## src/rtl/irq_mask_pkg.sv

```systemverilog
package irq_mask_pkg;
  localparam int unsigned LVL_W   = 3;
  localparam int unsigned CNT_W   = 14;
  localparam logic [LVL_W-1:0] TOP_LVL = '1;

  typedef enum logic [1:0] {
    CNT_HOLD,
    CNT_LOAD,
    CNT_WRITE,
    CNT_DEC
  } cnt_op_e;
endpackage

```

## src/rtl/irq_en_reg.sv

```systemverilog
module irq_en_reg #(
  parameter int unsigned NUM_IRQ = 8
) (
  input  logic               clk_i,
  input  logic               rst_ni,
  input  logic               we_i,
  input  logic [NUM_IRQ-1:0] wdata_i,
  output logic [NUM_IRQ-1:0] en_o
);
  logic [NUM_IRQ-1:0] en_q;

  always_ff @(posedge clk_i or negedge rst_ni) begin
    if (!rst_ni)   en_q <= '0;
    else if (we_i) en_q <= wdata_i;
  end

  assign en_o = en_q;

  AST_EN_HOLD: assert property (@(posedge clk_i) disable iff (!rst_ni)
    !we_i |=> $stable(en_q));
  AST_EN_LOAD: assert property (@(posedge clk_i) disable iff (!rst_ni)
    we_i |=> en_q == $past(wdata_i));
endmodule

```

## src/rtl/irq_disi_timer.sv

```systemverilog
module irq_disi_timer
  import irq_mask_pkg::*;
#(
  parameter int unsigned CW = CNT_W
) (
  input  logic          clk_i,
  input  logic          rst_ni,
  input  logic          cmd_i,
  input  logic [CW-1:0] cmd_cnt_i,
  input  logic          we_i,
  input  logic [CW-1:0] wdata_i,
  input  logic          retire_i,
  output logic          active_o
);
  logic [CW-1:0] cnt_q, cnt_d;
  logic          armed_q, armed_d;
  logic          open_w;
  cnt_op_e       op;

  assign open_w = armed_q && (cnt_q != '0);

  // command > direct write > retire decrement
  always_comb begin
    if (cmd_i)                op = CNT_LOAD;
    else if (we_i && open_w)  op = CNT_WRITE;
    else if (retire_i && open_w) op = CNT_DEC;
    else                      op = CNT_HOLD;
  end

  always_comb begin
    cnt_d   = cnt_q;
    armed_d = armed_q;
    unique case (op)
      CNT_LOAD:  cnt_d = cmd_cnt_i;
      CNT_WRITE: cnt_d = wdata_i;
      CNT_DEC:   cnt_d = cnt_q - 1'b1;
      default:   cnt_d = cnt_q;
    endcase
    if (op == CNT_LOAD)     armed_d = 1'b1;
    else if (cnt_d == '0)   armed_d = 1'b0;
  end

  always_ff @(posedge clk_i or negedge rst_ni) begin
    if (!rst_ni) begin
      cnt_q   <= '0;
      armed_q <= 1'b0;
    end else begin
      cnt_q   <= cnt_d;
      armed_q <= armed_d;
    end
  end

  assign active_o = cnt_q != '0;

  AST_CNT_LOAD: assert property (@(posedge clk_i) disable iff (!rst_ni)
    cmd_i |=> cnt_q == $past(cmd_cnt_i));
  AST_CNT_DEC: assert property (@(posedge clk_i) disable iff (!rst_ni)
    (!cmd_i && !we_i && retire_i && cnt_q != '0) |=> cnt_q == $past(cnt_q) - 1'b1);
  AST_CNT_IDLE: assert property (@(posedge clk_i) disable iff (!rst_ni)
    (!cmd_i && !retire_i && !we_i) |=> $stable(cnt_q));
  AST_CNT_WR_IGNORED: assert property (@(posedge clk_i) disable iff (!rst_ni)
    (!cmd_i && cnt_q == '0) |=> cnt_q == '0);
endmodule

```

## src/rtl/irq_qualify.sv

```systemverilog
module irq_qualify
  import irq_mask_pkg::*;
#(
  parameter int unsigned NUM_IRQ = 8,
  parameter int unsigned LW      = LVL_W
) (
  input  logic [NUM_IRQ-1:0]    req_i,
  input  logic [NUM_IRQ*LW-1:0] lvl_i,
  input  logic [NUM_IRQ-1:0]    en_i,
  input  logic [LW-1:0]         cpu_lvl_i,
  input  logic                  win_i,
  output logic [NUM_IRQ-1:0]    pass_o
);
  localparam logic [LW-1:0] TOP = '1;

  for (genvar i = 0; i < NUM_IRQ; i++) begin : g_line
    logic [LW-1:0] lvl;
    logic          above, exempt;
    assign lvl       = lvl_i[i*LW +: LW];
    assign above     = lvl > cpu_lvl_i;
    assign exempt    = lvl == TOP;
    assign pass_o[i] = req_i[i] && en_i[i] && above && (!win_i || exempt);
  end
endmodule

```

## src/rtl/irq_mask_unit.sv

```systemverilog
module irq_mask_unit
  import irq_mask_pkg::*;
#(
  parameter int unsigned NUM_IRQ  = 8,
  parameter int unsigned NUM_TRAP = 2,
  parameter int unsigned LW       = LVL_W,
  parameter int unsigned CW       = CNT_W
) (
  input  logic                  clk_i,
  input  logic                  rst_ni,
  input  logic [NUM_IRQ-1:0]    irq_req_i,
  input  logic [NUM_IRQ*LW-1:0] irq_lvl_i,
  input  logic                  retire_i,
  input  logic                  en_we_i,
  input  logic [NUM_IRQ-1:0]    en_wdata_i,
  input  logic                  cnt_we_i,
  input  logic [CW-1:0]         cnt_wdata_i,
  input  logic                  dis_cmd_i,
  input  logic [CW-1:0]         dis_cnt_i,
  input  logic [LW-1:0]         cpu_lvl_i,
  input  logic [NUM_TRAP-1:0]   trap_i,
  output logic [NUM_IRQ-1:0]    irq_pass_o,
  output logic                  take_o
);
  logic [NUM_IRQ-1:0] en_w;
  logic               win_w;

  irq_en_reg #(.NUM_IRQ(NUM_IRQ)) u_en (
    .clk_i, .rst_ni,
    .we_i(en_we_i), .wdata_i(en_wdata_i), .en_o(en_w)
  );

  irq_disi_timer #(.CW(CW)) u_tmr (
    .clk_i, .rst_ni,
    .cmd_i(dis_cmd_i), .cmd_cnt_i(dis_cnt_i),
    .we_i(cnt_we_i), .wdata_i(cnt_wdata_i),
    .retire_i, .active_o(win_w)
  );

  irq_qualify #(.NUM_IRQ(NUM_IRQ), .LW(LW)) u_q (
    .req_i(irq_req_i), .lvl_i(irq_lvl_i), .en_i(en_w),
    .cpu_lvl_i, .win_i(win_w), .pass_o(irq_pass_o)
  );

  assign take_o = (|irq_pass_o) || (|trap_i);

  AST_TRAP_TAKE: assert property (@(posedge clk_i) disable iff (!rst_ni)
    (|trap_i) |-> take_o);
  AST_PASS_ENABLED: assert property (@(posedge clk_i) disable iff (!rst_ni)
    (irq_pass_o & ~en_w) == '0);
  AST_TOP_CPU_BLOCK: assert property (@(posedge clk_i) disable iff (!rst_ni)
    (cpu_lvl_i == TOP_LVL) |-> irq_pass_o == '0);
  AST_CMD_ZERO_END: assert property (@(posedge clk_i) disable iff (!rst_ni)
    (dis_cmd_i && dis_cnt_i == '0) |=> !win_w);
endmodule

```

## config.mk

```make
export PLATFORM = sky130hd
export DESIGN_NAME = irq_mask_unit
export DESIGN_NICKNAME = d
export VERILOG_FILES = /design/src/rtl/irq_mask_pkg.sv /design/src/rtl/irq_en_reg.sv /design/src/rtl/irq_disi_timer.sv /design/src/rtl/irq_qualify.sv /design/src/rtl/irq_mask_unit.sv
export SDC_FILE = /design/constraint.sdc
export NUM_CORES = 1
export LEC_CHECK = 0
export ABC_AREA = 1
export BUFFER_PORTS_ARGS = -buffer_cell sky130_fd_sc_hd__buf_2
export CORE_UTILIZATION = 50
export CTS_BUF_LIST = sky130_fd_sc_hd__clkbuf_8
export DETAILED_ROUTE_END_ITERATION = 7
export PLACE_DENSITY = 0.82
export REMOVE_ABC_BUFFERS = 1
export SLEW_MARGIN = 20
export SYNTH_ARGS = -nofsm -noshare
export SYNTH_HDL_FRONTEND = slang
export SYNTH_SLANG_ARGS = --single-unit
```

## constraint.sdc

```tcl
create_clock -name clk_i -period 2.34 [get_ports clk_i]
set_clock_uncertainty 0.15 [all_clocks]
set_input_delay 0.117 -clock clk_i [delete_from_list [all_inputs] [get_ports clk_i]]
set_output_delay 0.117 -clock clk_i [all_outputs]
set_load 0.02 [all_outputs]
```

==> results.md, run 1 <==
* WP buf/inv at 2
* GR Util All Layers at 26.70%
* Post-route DRC at 0
* Largest net degree at the start of global routing at 24
* Place WS at -0.06872 ns
* Internal power at 0.7941 mW
* Post-DP HPWL at 4.608 mm
* Worst Path Required at 2.07 ns
* Sequential fraction of the synthesis area at 25.84%
* Clk root buf: clkbuf_8
* Worst vdd ir at 0.3016 mV
* Area of the multi-input gates at 1568 sq um
* Fmax at 421.4 MHz
* Slowest Stage Delay on Critical Path at 0.45 ns
* Max Buffers Root-to-Sink at 2
* IO buf count at 87
* Max-Cap Viols at 0
* Final hold vios at 0
* Comb pwr share at 40.5%
* Area Growth Syn to Fin at 46.46%
* Crit. Startpoint: u_tmr.cnt_q[11]
* Sequential share of power at 38.8%
* CP startpoint kind: flop
* Die area at 4725 sq um
* Cell Pwr Density at 384.3 nW/um^2
* N_diodes at 0
* Distinct cell type count after synthesis at 25
* H-tree depth at 1
* Syn Inst Count at 326
* CTS Sinks at 23
* CP arrival at 2.11 ns
* CP Class: reg2out
* Yosys warning total at 0
* Initial drt markers at 206
* GPL Wtd Cong at 0.8897
* Core area at 4144 sq um
* Worst r2r path cells at 16
* Setup TNS Final at -0.04842 ns
* # setup viols final at 2
* RSZ-0062 raised after global routing: true
* I/O pin total at 88
* Max-slew violation count at 0
* Vias at 2775
* Average vias per placed instance at 5.495
* Worst-Margin Slew at 0.5520 ns
* WL final at 7.206 mm
* Clock share of power at 20.7%
* Hold Path Depth at 5
* Initial antenna violation count at 0
* Critical path depth at 9
* CP max-delay cell: dfrtp_1
* Tot Pwr at 1.254 mW
* Static Leak at 1.735 nW
* Final Cycle Share at 101.4%
* Worst Hold Class: in2reg
* Slew margin rel. at 63.20%
* Switching part of the total at 36.65%
* Die height at 68.74 microns
* Setup ws final at -0.03301 ns
* Hold_sp: cnt_wdata_i[12]
* Total CTS buffers at 3
* Global-route wire length before repair at 9.459 mm
* Clock transition at path regs at 0.08 ns
* Initial Util at 53.74%
* Rows at 23
* Insertion delay to the later sink of the worst-skew pair at 0.27 ns
* FILL cells at 293
* R2R Path Start: u_tmr.cnt_q[0]
* Nets at 561
* Violated checks: setup timing
* Vias in the first global route at 2274
* Family with the most delay on the worst path: simple AND/OR/NAND/NOR gates
* TritonCTS clock tree: built
* Cell area after synthesis at 2227 sq um
* Status: finished with violations
* Mapped Avg Cell Area at 6.832 sq um
* FF+latch count, synth at 23
* CP Capture Type: primary output
* Final min period at 2.373 ns
* Die X at 68.74 microns
* Drt first pass iters at 5
* Share of layout cells above drive strength 1 at 30.11%
* Crit path max fanout at 5
* Storage cell area at 579.3 sq um
* Cells along the critical path: nor2_1 > nand2_1 > nor2_1 > nand2_2 > buf_6 > a2111oi_4 > nor3_2 > nand3_1 > buf_6
* Routed len/inst at 14.27 microns
* Antenna viol nets, final at 0
* Gr ovfl total at 0
* Sw power at 0.4594 mW
## through the flow
step                      area, sq um  std cells  util [%]  hold slack (ns)
after floorplan                  2173        318         -          -0.3286
after CTS                        3062        494     73.88         0.007555
after global routing             3262        505     78.71          0.04200
final                            3262        505     78.71          0.01017
after detailed placement         2701        459     65.19         -0.01917
after global placement           2701        459     65.19         -0.02246
## synthesized netlist by cell type
library cell,count,area share [%]
inv_1,38,6.4
nand3_4,1,0.79
mux2_2,6,3.0
dfrtp_1,23,26
o21bai_1,1,0.34
buf_6,3,1.5
nor4_1,1,0.28
a2111oi_2,1,0.67
nand2_1,88,15
buf_2,1,0.22
a211oi_1,2,0.67
nand3b_1,4,1.3
ha_1,26,15
nor3_1,5,1.1
nor2_2,3,0.84
nor2_1,35,5.9
clkbuf_1,4,0.67
o21ai_0,7,1.6
nand2_2,1,0.28
xor2_1,6,2.4
a21oi_1,11,2.5
nand3_1,44,9.9
a221oi_1,1,0.39
a31oi_1,1,0.28
nand4_1,13,3.7
## worst reg2reg max path: stages (launching register included)
cell and delay (ns):
dfrtp_1 0.38, inv_2 0.08, ha_4 0.16, nand2_2 0.06, nor2_2 0.04, nand2_2 0.10, buf_6 0.14, buf_4 0.12
nand3_2 0.14, nand3_1 0.13, nand4_1 0.15, nor2_1 0.20, nand2_1 0.09, nor2_1 0.11, nand2_1 0.06, nand2_1 0.05
nand2_1 0.05
## cells in the final DEF (no fill, tap or decap), types with 2 or more instances in the layout
| cell type | n |
|---|---|
| nand2_2 | 3 |
| nor2_2 | 4 |
| inv_1 | 37 |
| dfrtp_2 | 3 |
| nand3_1 | 44 |
| buf_4 | 12 |
| dfrtp_1 | 20 |
| nand3b_1 | 4 |
| a21oi_1 | 11 |
| inv_2 | 2 |
| mux2_2 | 6 |
| nand2_1 | 85 |
| xor2_1 | 6 |
| o21ai_0 | 7 |
| buf_6 | 3 |
| dlygate4sd3_1 | 31 |
| clkbuf_8 | 3 |
| nor2_1 | 29 |
| nand4_1 | 13 |
| nor3_1 | 4 |
| buf_2 | 86 |
| nor2_4 | 5 |
| ha_1 | 24 |
## routing by layer
metal  GRT usage [%]  vias to the layer above  part of all wire, %
met3           4.441                       27                  6.5
met5               0                        -                    0
met1           34.86                     1262                   41
met2           44.85                      139                   50
li1                -                     1347                    -
met4           8.418                        0                  2.6
## state kept, by name, summed over array words and instances, names as in the netlist
name / flops
u_en.en_o: 8
u_tmr.armed_q: 1
u_tmr.cnt_q: 14
## timing repair
action,4_1_cts,5_1_grt
cloned,0,1
pin swaps,0,7
gates resized for setup,3,29
buffers inserted,0,10
endpoints found under the hold margin,42,0
setup endpoints to repair,2,3
hold buffers,31,0
## worst paths after layout
kind / to / slack, ns
setup / recovery: take_o / -0.03
hold / removal: u_tmr.cnt_q[12] / 0.01
setup reg to reg: u_tmr.armed_q / -0.02
hold reg to reg: u_en.en_o[2] / 0.36
max in group asynchronous: u_tmr.cnt_q[7] / 1.42
min in group asynchronous: u_tmr.cnt_q[5] / 0.22
## cell families (layout without fill, tap and decap cells)
logic type                 count (synthesis)  after routing  synth area share [%]
AOI/OAI and AO/OA                         24             24                 6.404
muxes                                      6              6                 3.033
and+or+nand+nor                          195            196                 38.93
xor gates and xnor gates                   6              6                 2.360
buffers and inverters                     46            174                 8.820
adders and majority gates                 26             26                 14.61
DFF                                       23             23                 25.84
## power by group through the flow
stage	Combinational [mW]	Clock, mW	Sequential [mW]
3_5_place_dp	0.388	0	0.486
6_report	0.508	0.259	0.487
2_1_floorplan	0.242	0	0.477
5_1_grt	0.561	0.271	0.490
3_3_place_gp	0.375	0	0.484
4_1_cts	0.430	0.255	0.478
## area by class of cell
cell class                      count  share of cell area [%]
Multi-Input combinational cell    258                   48.06
Sequential cell                    23                   17.76
Clock inverter                      1                  0.1151
Tap cell                           50                   1.918
Timing Repair Buffer              132                   26.51
Inverter                           38                   4.373
Clock buffer                        3                   1.266
No activity file was read; power rests on OpenSTA's default activity.
==> run 2, diff against run 1 <==
- BUFFER_PORTS_ARGS: -buffer_cell sky130_fd_sc_hd__buf_2 -> -buffer_cell sky130_fd_sc_hd__buf_4
- clock period: 2.34 -> 2.5 ns (I/O delays scaled with it)
==> run 2 against run 1 <==
The run now ends clean. Global-route usage rose by 0.92 points. Flip-flop and latch count did not move. Power fell by 9.6%. Wire length fell by 12%. Register-to-register slack improved by 0.27 ns. Clock power fell by 8.9%. Design area rose by 1.3%. Sequential share of layout area fell by 0.35 points. Hold slack improved by 0.0036 ns. Count of clock-buffer cells in the layout did not move. Die area did not move. Sequential power fell by 7.4%. Critical endpoint unchanged.
==> results.md, run 2 (synthesized netlist as in run 1, its figures left out) <==
* CTS Sinks at 23 (unchanged)
* Nets at 548 (-2.3%)
* CP max-delay cell: dfrtp_1
* CP Capture Type: primary output
* Sequential share of power at 39.8% (+1.0 points)
* Post-DP HPWL at 4.651 mm (+0.93%)
* TritonCTS clock tree: built
* Cells along the critical path: inv_1 > ha_1 > nand2_1 > nor2_2 > nand2_4 > buf_4 > a21oi_1 > nand2_1 > inv_1 > nor4_2 > nand3_1 > buf_4
* Internal power at 0.7478 mW (-5.8%)
* Post-route DRC at 0 (unchanged)
* Initial Util at 53.74% (unchanged)
* Total CTS buffers at 3 (unchanged)
* Insertion delay to the later sink of the worst-skew pair at 0.26 ns (about the same)
* Clk root buf: clkbuf_8
* Initial drt markers at 155 (-25%)
* GPL Wtd Cong at 0.9165 (+3.0%)
* Final hold vios at 0 (unchanged)
* Post-DP Area at 2897 sq um (+7.2%)
* Average vias per placed instance at 5.205 (-5.3%)
* # setup viols final at 0 (-2)
* Vias at 2561 (-7.7%)
* Worst Hold Class: in2reg
* I/O pin total at 88 (unchanged)
* Rows at 23 (unchanged)
* Non-filler cells, final at 492 (-2.6%)
* Switching part of the total at 33.99% (-2.7 points)
* Final min period at 2.350 ns
* Clock share of power at 20.9% (+0.2 points)
* Comb pwr share at 39.3% (-1.2 points)
* Crit path max fanout at 8 (+3)
* Setup bufs post-CTS at 0 (unchanged)
* Cell Pwr Density at 342.7 nW/um^2 (-11%)
* Slowest Stage Delay on Critical Path at 0.35 ns (-0.10 ns)
* Area Growth Syn to Fin at 48.43%
* Worst vdd ir at 0.2307 mV (-24%)
* Reg with most FFs: u_tmr.cnt_q
* WL final at 6.360 mm (-12%)
* CP arrival at 2.08 ns (-0.03 ns)
* Initial antenna violation count at 0 (unchanged)
* Static Leak at 1.735 nW (about the same)
* Core area at 4144 sq um (unchanged)
* Drt first pass iters at 4 (-1)
* Status: finished, final reports clean
* Vias in the first global route at 2240 (-1.5%)
* Worst-Margin Slew at 0.4602 ns (-0.09179 ns)
* Global-route wire length before repair at 9.867 mm (+4.3%)
* Inst Count DP at 456 (-0.65%)
* Routed len/inst at 12.93 microns (-9.4%)
* CP startpoint kind: flop
* Clock transition at path regs at 0.09 ns (about the same)
* Max-slew violation count at 0 (unchanged)
* Antenna viol nets, final at 0 (unchanged)
* Worst Path Required at 2.23 ns (+0.16 ns)
* Slew margin rel. at 69.29% (+6.1 points)
* Fmax at 425.5 MHz
* Largest register FFs at 14 (unchanged)
* Sw power at 0.3850 mW (-16%)
* Largest net degree at the start of global routing at 24 (unchanged)
* CP Class: reg2out
* Max Buffers Root-to-Sink at 2 (unchanged)
* Final Cycle Share at 94.00%
* Gr ovfl total at 0 (unchanged)
* Die height at 68.74 microns (unchanged)
* Most frequent cells in the layout: 88 x nand2_1, 88 x buf_4, 44 x nand3_1, 38 x inv_1, 33 x nor2_1
* N_diodes at 0 (unchanged)
* Share of layout cells above drive strength 1 at 24.89% (-5.2 points)
* Die area at 4725 sq um (unchanged)
* GR Util All Layers at 27.62% (+0.92 points)
* IO buf count at 87 (unchanged)
* Fin area at 3306 sq um (+1.3%)
* H-tree depth at 1 (unchanged)
* Die X at 68.74 microns (unchanged)
* Max-Cap Viols at 0 (unchanged)
==> run 2: worst paths after layout <==
check                                     from               to  slack [ns]  cells past startpoint
worst max-delay path            u_tmr.cnt_q[0]           take_o        0.15                     12
worst min-delay path                   en_we_i     u_en.en_o[7]        0.01                      2
worst max register to register  u_tmr.cnt_q[0]    u_tmr.armed_q        0.25                     15
worst min register to register    u_en.en_o[1]     u_en.en_o[1]        0.37                      1
max in group asynchronous               rst_ni   u_tmr.cnt_q[5]        1.80                      2
min in group asynchronous               rst_ni  u_tmr.cnt_q[11]        0.15                      2
==> run 2: worst max-delay path, delay by kind of cell (launching register included) <==
family | cells | cell delay (ns)
AOI/OAI and AO/OA | 1 | 0.07
and+or+nand+nor | 6 | 0.68
DFF | 1 | 0.35
buffers and inverters | 4 | 0.51
adders and majority gates | 1 | 0.21
==> run 2: per-stage QoR <==
stage	utilization, %	TNS (ns)	power (mW)	setup slack, ns	hold slack (ns)
floorplan	-	0	0.6729	0.2949	-0.3206
global placement	69.90	0	0.8387	0.02227	-0.1101
detailed placement	69.90	-0.05929	0.8490	-0.05929	-0.1056
CTS	78.86	0	1.132	0.03867	0.008189
global route	79.77	-0.01297	1.218	-0.01297	0.03352
finish	79.77	0	1.133	0.1500	0.01376
==> run 2: cell type report <==
cell class	instances	area (sq um)
Inverter	38	142.6
Tap cell	50	62.56
Timing Repair Buffer	120	980.9
Sequential cell	23	575.6
Fill cell	311	838.3
Multi-Input combinational cell	257	1498
Clock buffer	3	41.29
Clock inverter	1	5.005
==> run 2: timing repair <==
item / 4_1_cts / 5_1_grt
hold buffers: 32 / 0
endpoints found under the setup margin: 1 / 2
gates resized for setup: 2 / 7
hold endpoints to repair: 43 / 0
==> run 2: layer usage <==
metal  vias to the layer above  GRT usage (%)  routed length (microns)
met3                         7          3.125                      317
met2                        86          47.67                     3132
met5                         -              0                        0
li1                       1318              -                        -
met4                         0          5.357                       48
met1                      1150          37.11                     2861
==> run 2: power by group through the flow <==
stage | combinational, mW | sequential, mW | clock, mW
finish | 0.445 | 0.451 | 0.236
global route | 0.503 | 0.456 | 0.260
CTS | 0.436 | 0.449 | 0.247
detailed placement | 0.393 | 0.456 | 0
global placement | 0.385 | 0.454 | 0
floorplan | 0.227 | 0.446 | 0
==> run 3, diff against run 2 <==
- CORE_UTILIZATION: 50 -> 30
- PLACE_DENSITY: 0.82 -> unset
==> run 3 against run 2 <==
Die area rose by 64%. Global-route usage fell by 9.9 points. Critical path depth stayed put. Cell count increased by 11%. Flip-flop and latch count unchanged. Setup slack better by 0.029 ns. Wire length rose by 5.8%. Hold slack worse by 0.013 ns. Maximum frequency rose by 1.2%. Combinational power grew 0.9%. Register-to-register slack barely moved.
==> results.md, run 3 (synthesized netlist as in run 1, its figures left out) <==
* Status: finished, final reports clean
* R2R Path Start: u_tmr.cnt_q[0]
* Final Cycle Share at 92.85% (-1.2 points)
* Max Buffers Root-to-Sink at 2 (unchanged)
* Insertion delay to the later sink of the worst-skew pair at 0.28 ns (+0.02 ns)
* Vias in the first global route at 2554 (+14%)
* N_diodes at 0 (unchanged)
* Slack of the worst reg-to-reg path at 0.24 ns (about the same)
* CP max-delay cell: dfrtp_1
* Internal power at 0.7525 mW (+0.63%)
* Core area at 7214 sq um (+74%)
* Slowest Stage Delay on Critical Path at 0.35 ns (about the same)
* Worst r2r path cells at 16 (+1)
* Slew margin rel. at 61.95% (-7.3 points)
* Reg with most FFs: u_tmr.cnt_q
* CP Class: reg2out
* Post-DP Area at 2965 sq um (+2.4%)
* Die X at 88.16 microns (+28%)
* Routed len/inst at 12.38 microns (-4.3%)
* Share of layout cells above drive strength 1 at 25.17% (+0.28 points)
* Gr ovfl total at 0 (unchanged)
* Rows at 31 (+35%)
* Reg2reg end: u_tmr.armed_q
* Sequential share of power at 39.2% (-0.6 points)
* Fmax at 430.8 MHz (+1.2%)
* Initial Util at 30.87% (-23 points)
* Drt first pass iters at 4 (unchanged)
* Post-DP HPWL at 5.165 mm (+11%)
* TritonCTS clock tree: built
* Worst-Margin Slew at 0.5702 ns (+0.1100 ns)
* Switching part of the total at 34.89% (+0.90 points)
* Max-Cap Viols at 0 (unchanged)
* Global-route wire length before repair at 10.81 mm (+9.5%)
* Antenna viol nets, final at 0 (unchanged)
* Vias at 2567 (+0.23%)
* Die area at 7772 sq um (+64%)
* Cell Pwr Density at 341.1 nW/um^2 (-0.46%)
* Total CTS buffers at 3 (unchanged)
* Die height at 88.16 microns (+28%)
* Area Growth Syn to Fin at 52.13%
* CP Capture Type: primary output
* I/O pin total at 88 (unchanged)
* Fin Hold WS at 0.0005992 ns (-0.01316 ns)
* Hold Path Depth at 2 (unchanged)
* Sw power at 0.4033 mW (+4.7%)
* Clock share of power at 21.9% (+1.0 points)
* Largest net degree at the start of global routing at 24 (unchanged)
* Post-route DRC at 0 (unchanged)
* # setup viols final at 0 (unchanged)
* Area of the multi-input gates at 1490 sq um (-0.50%)
* Cells along the critical path: inv_1 > ha_1 > nand2_1 > nor2_2 > nand2_2 > buf_6 > nand2_1 > nand2_1 > inv_1 > nor4_1 > nand3_1 > buf_4
* CP dominant cell by count: nand2_1
* IO buf count at 87 (unchanged)
* Max-slew violation count at 0 (unchanged)
* Worst vdd ir at 0.1882 mV (-18%)
* Fin area at 3388 sq um (+2.5%)
* Storage cell area at 575.6 sq um (unchanged)
* Hold_sp: en_we_i
* GR Util All Layers at 17.69% (-9.9 points)
* Initial antenna violation count at 0 (unchanged)
* CP startpoint kind: flop
* Most frequent cells in the layout: 89 x buf_4, 87 x nand2_1, 44 x nand3_1, 38 x inv_1, 33 x dlygate4sd3_1
* Comb pwr share at 38.9% (-0.4 points)
* GPL Wtd Cong at 0.8394 (-8.4%)
* Worst Path Required at 2.23 ns (about the same)
* Average vias per placed instance at 4.719 (-9.3%)
* Setup TNS Final at 0 ns (unchanged)
* Initial drt markers at 66 (-57%)
* RSZ-0062 raised after global routing: false
* WL final at 6.732 mm (+5.8%)
* Most common cell after layout, fill and taps aside: buf_4
* Static Leak at 1.735 nW (about the same)
* Nets at 551 (+0.55%)
* Worst Hold Class: in2reg
* FILL cells at 747 (+140%)
* Clock transition at path regs at 0.09 ns (about the same)
* Largest register FFs at 14 (unchanged)
* Clk root buf: clkbuf_8
* CP arrival at 2.05 ns (-0.03 ns)
* Tot Pwr at 1.156 mW (+2.0%)
* Crit path max fanout at 9 (+1)
* Final min period at 2.321 ns (-0.02875 ns)
* WHS Endpoint: u_en.en_o[5]
* CTS Sinks at 23 (unchanged)
* Final hold vios at 0 (unchanged)
* H-tree depth at 1 (unchanged)
-- run 3: cell type report --
type | instances | area share, %
Multi-Input combinational cell | 257 | 43.98
Timing Repair Buffer | 123 | 29.80
Sequential cell | 23 | 16.99
Inverter | 38 | 4.210
Tap cell | 99 | 3.656
Clock buffer | 3 | 1.219
Clock inverter | 1 | 0.1477
-- run 3: power groups by stage --
stage	Clock, mW	Sequential (mW)	Combinational, mW
after floorplan	0	0.446	0.227
after global placement	0	0.456	0.392
after detailed placement	0	0.456	0.402
after CTS	0.260	0.449	0.445
after global routing	0.268	0.460	0.510
final	0.253	0.453	0.449
-- run 3: worst max-delay path: cells and delay by family (launching register included) --
family,cells,cell delay (ns)
fa+ha+maj,1,0.20
flops,1,0.35
buf+inv,4,0.48
simple gates,7,0.73
-- run 3: metrics by stage --
stage               instances  setup slack (ns)  util (%)
global route              544          0.003517     46.97
floorplan                 318            0.2949         -
finish                    544            0.1787     46.97
CTS                       543           0.06542     46.32
detailed placement        506           0.07831     41.10
global placement          506            0.1137     41.10
-- run 3: worst max path at each step --
stage / startpoint / endpoint / cells past startpoint
after global placement: u_tmr.cnt_q[0] / u_tmr.armed_q / 15
after CTS: u_tmr.cnt_q[0] / u_tmr.armed_q / 15
after floorplan: u_tmr.cnt_q[0] / take_o / 8
final: u_tmr.cnt_q[0] / take_o / 12
after detailed placement: u_tmr.cnt_q[0] / u_tmr.armed_q / 15
after global routing: u_tmr.cnt_q[0] / u_tmr.armed_q / 17
-- run 3: timing repair --
| item | CTS | global route |
|---|---|---|
| resized for setup | 0 | 9 |
| endpoints found under the setup margin | 0 | 2 |
| buffers inserted | 0 | 1 |
| endpoints found under the hold margin | 43 | 0 |
| hold buffers | 33 | 0 |
-- run 3: routing by layer --
layer | wire (microns) | vias to the layer above | global-route usage (%)
met3 | 409 | 6 | 2.168
met1 | 2912 | 1155 | 19.98
met2 | 3361 | 81 | 35.17
met4 | 47 | 0 | 3.372
met5 | 0 | - | 0
li1 | - | 1325 | -
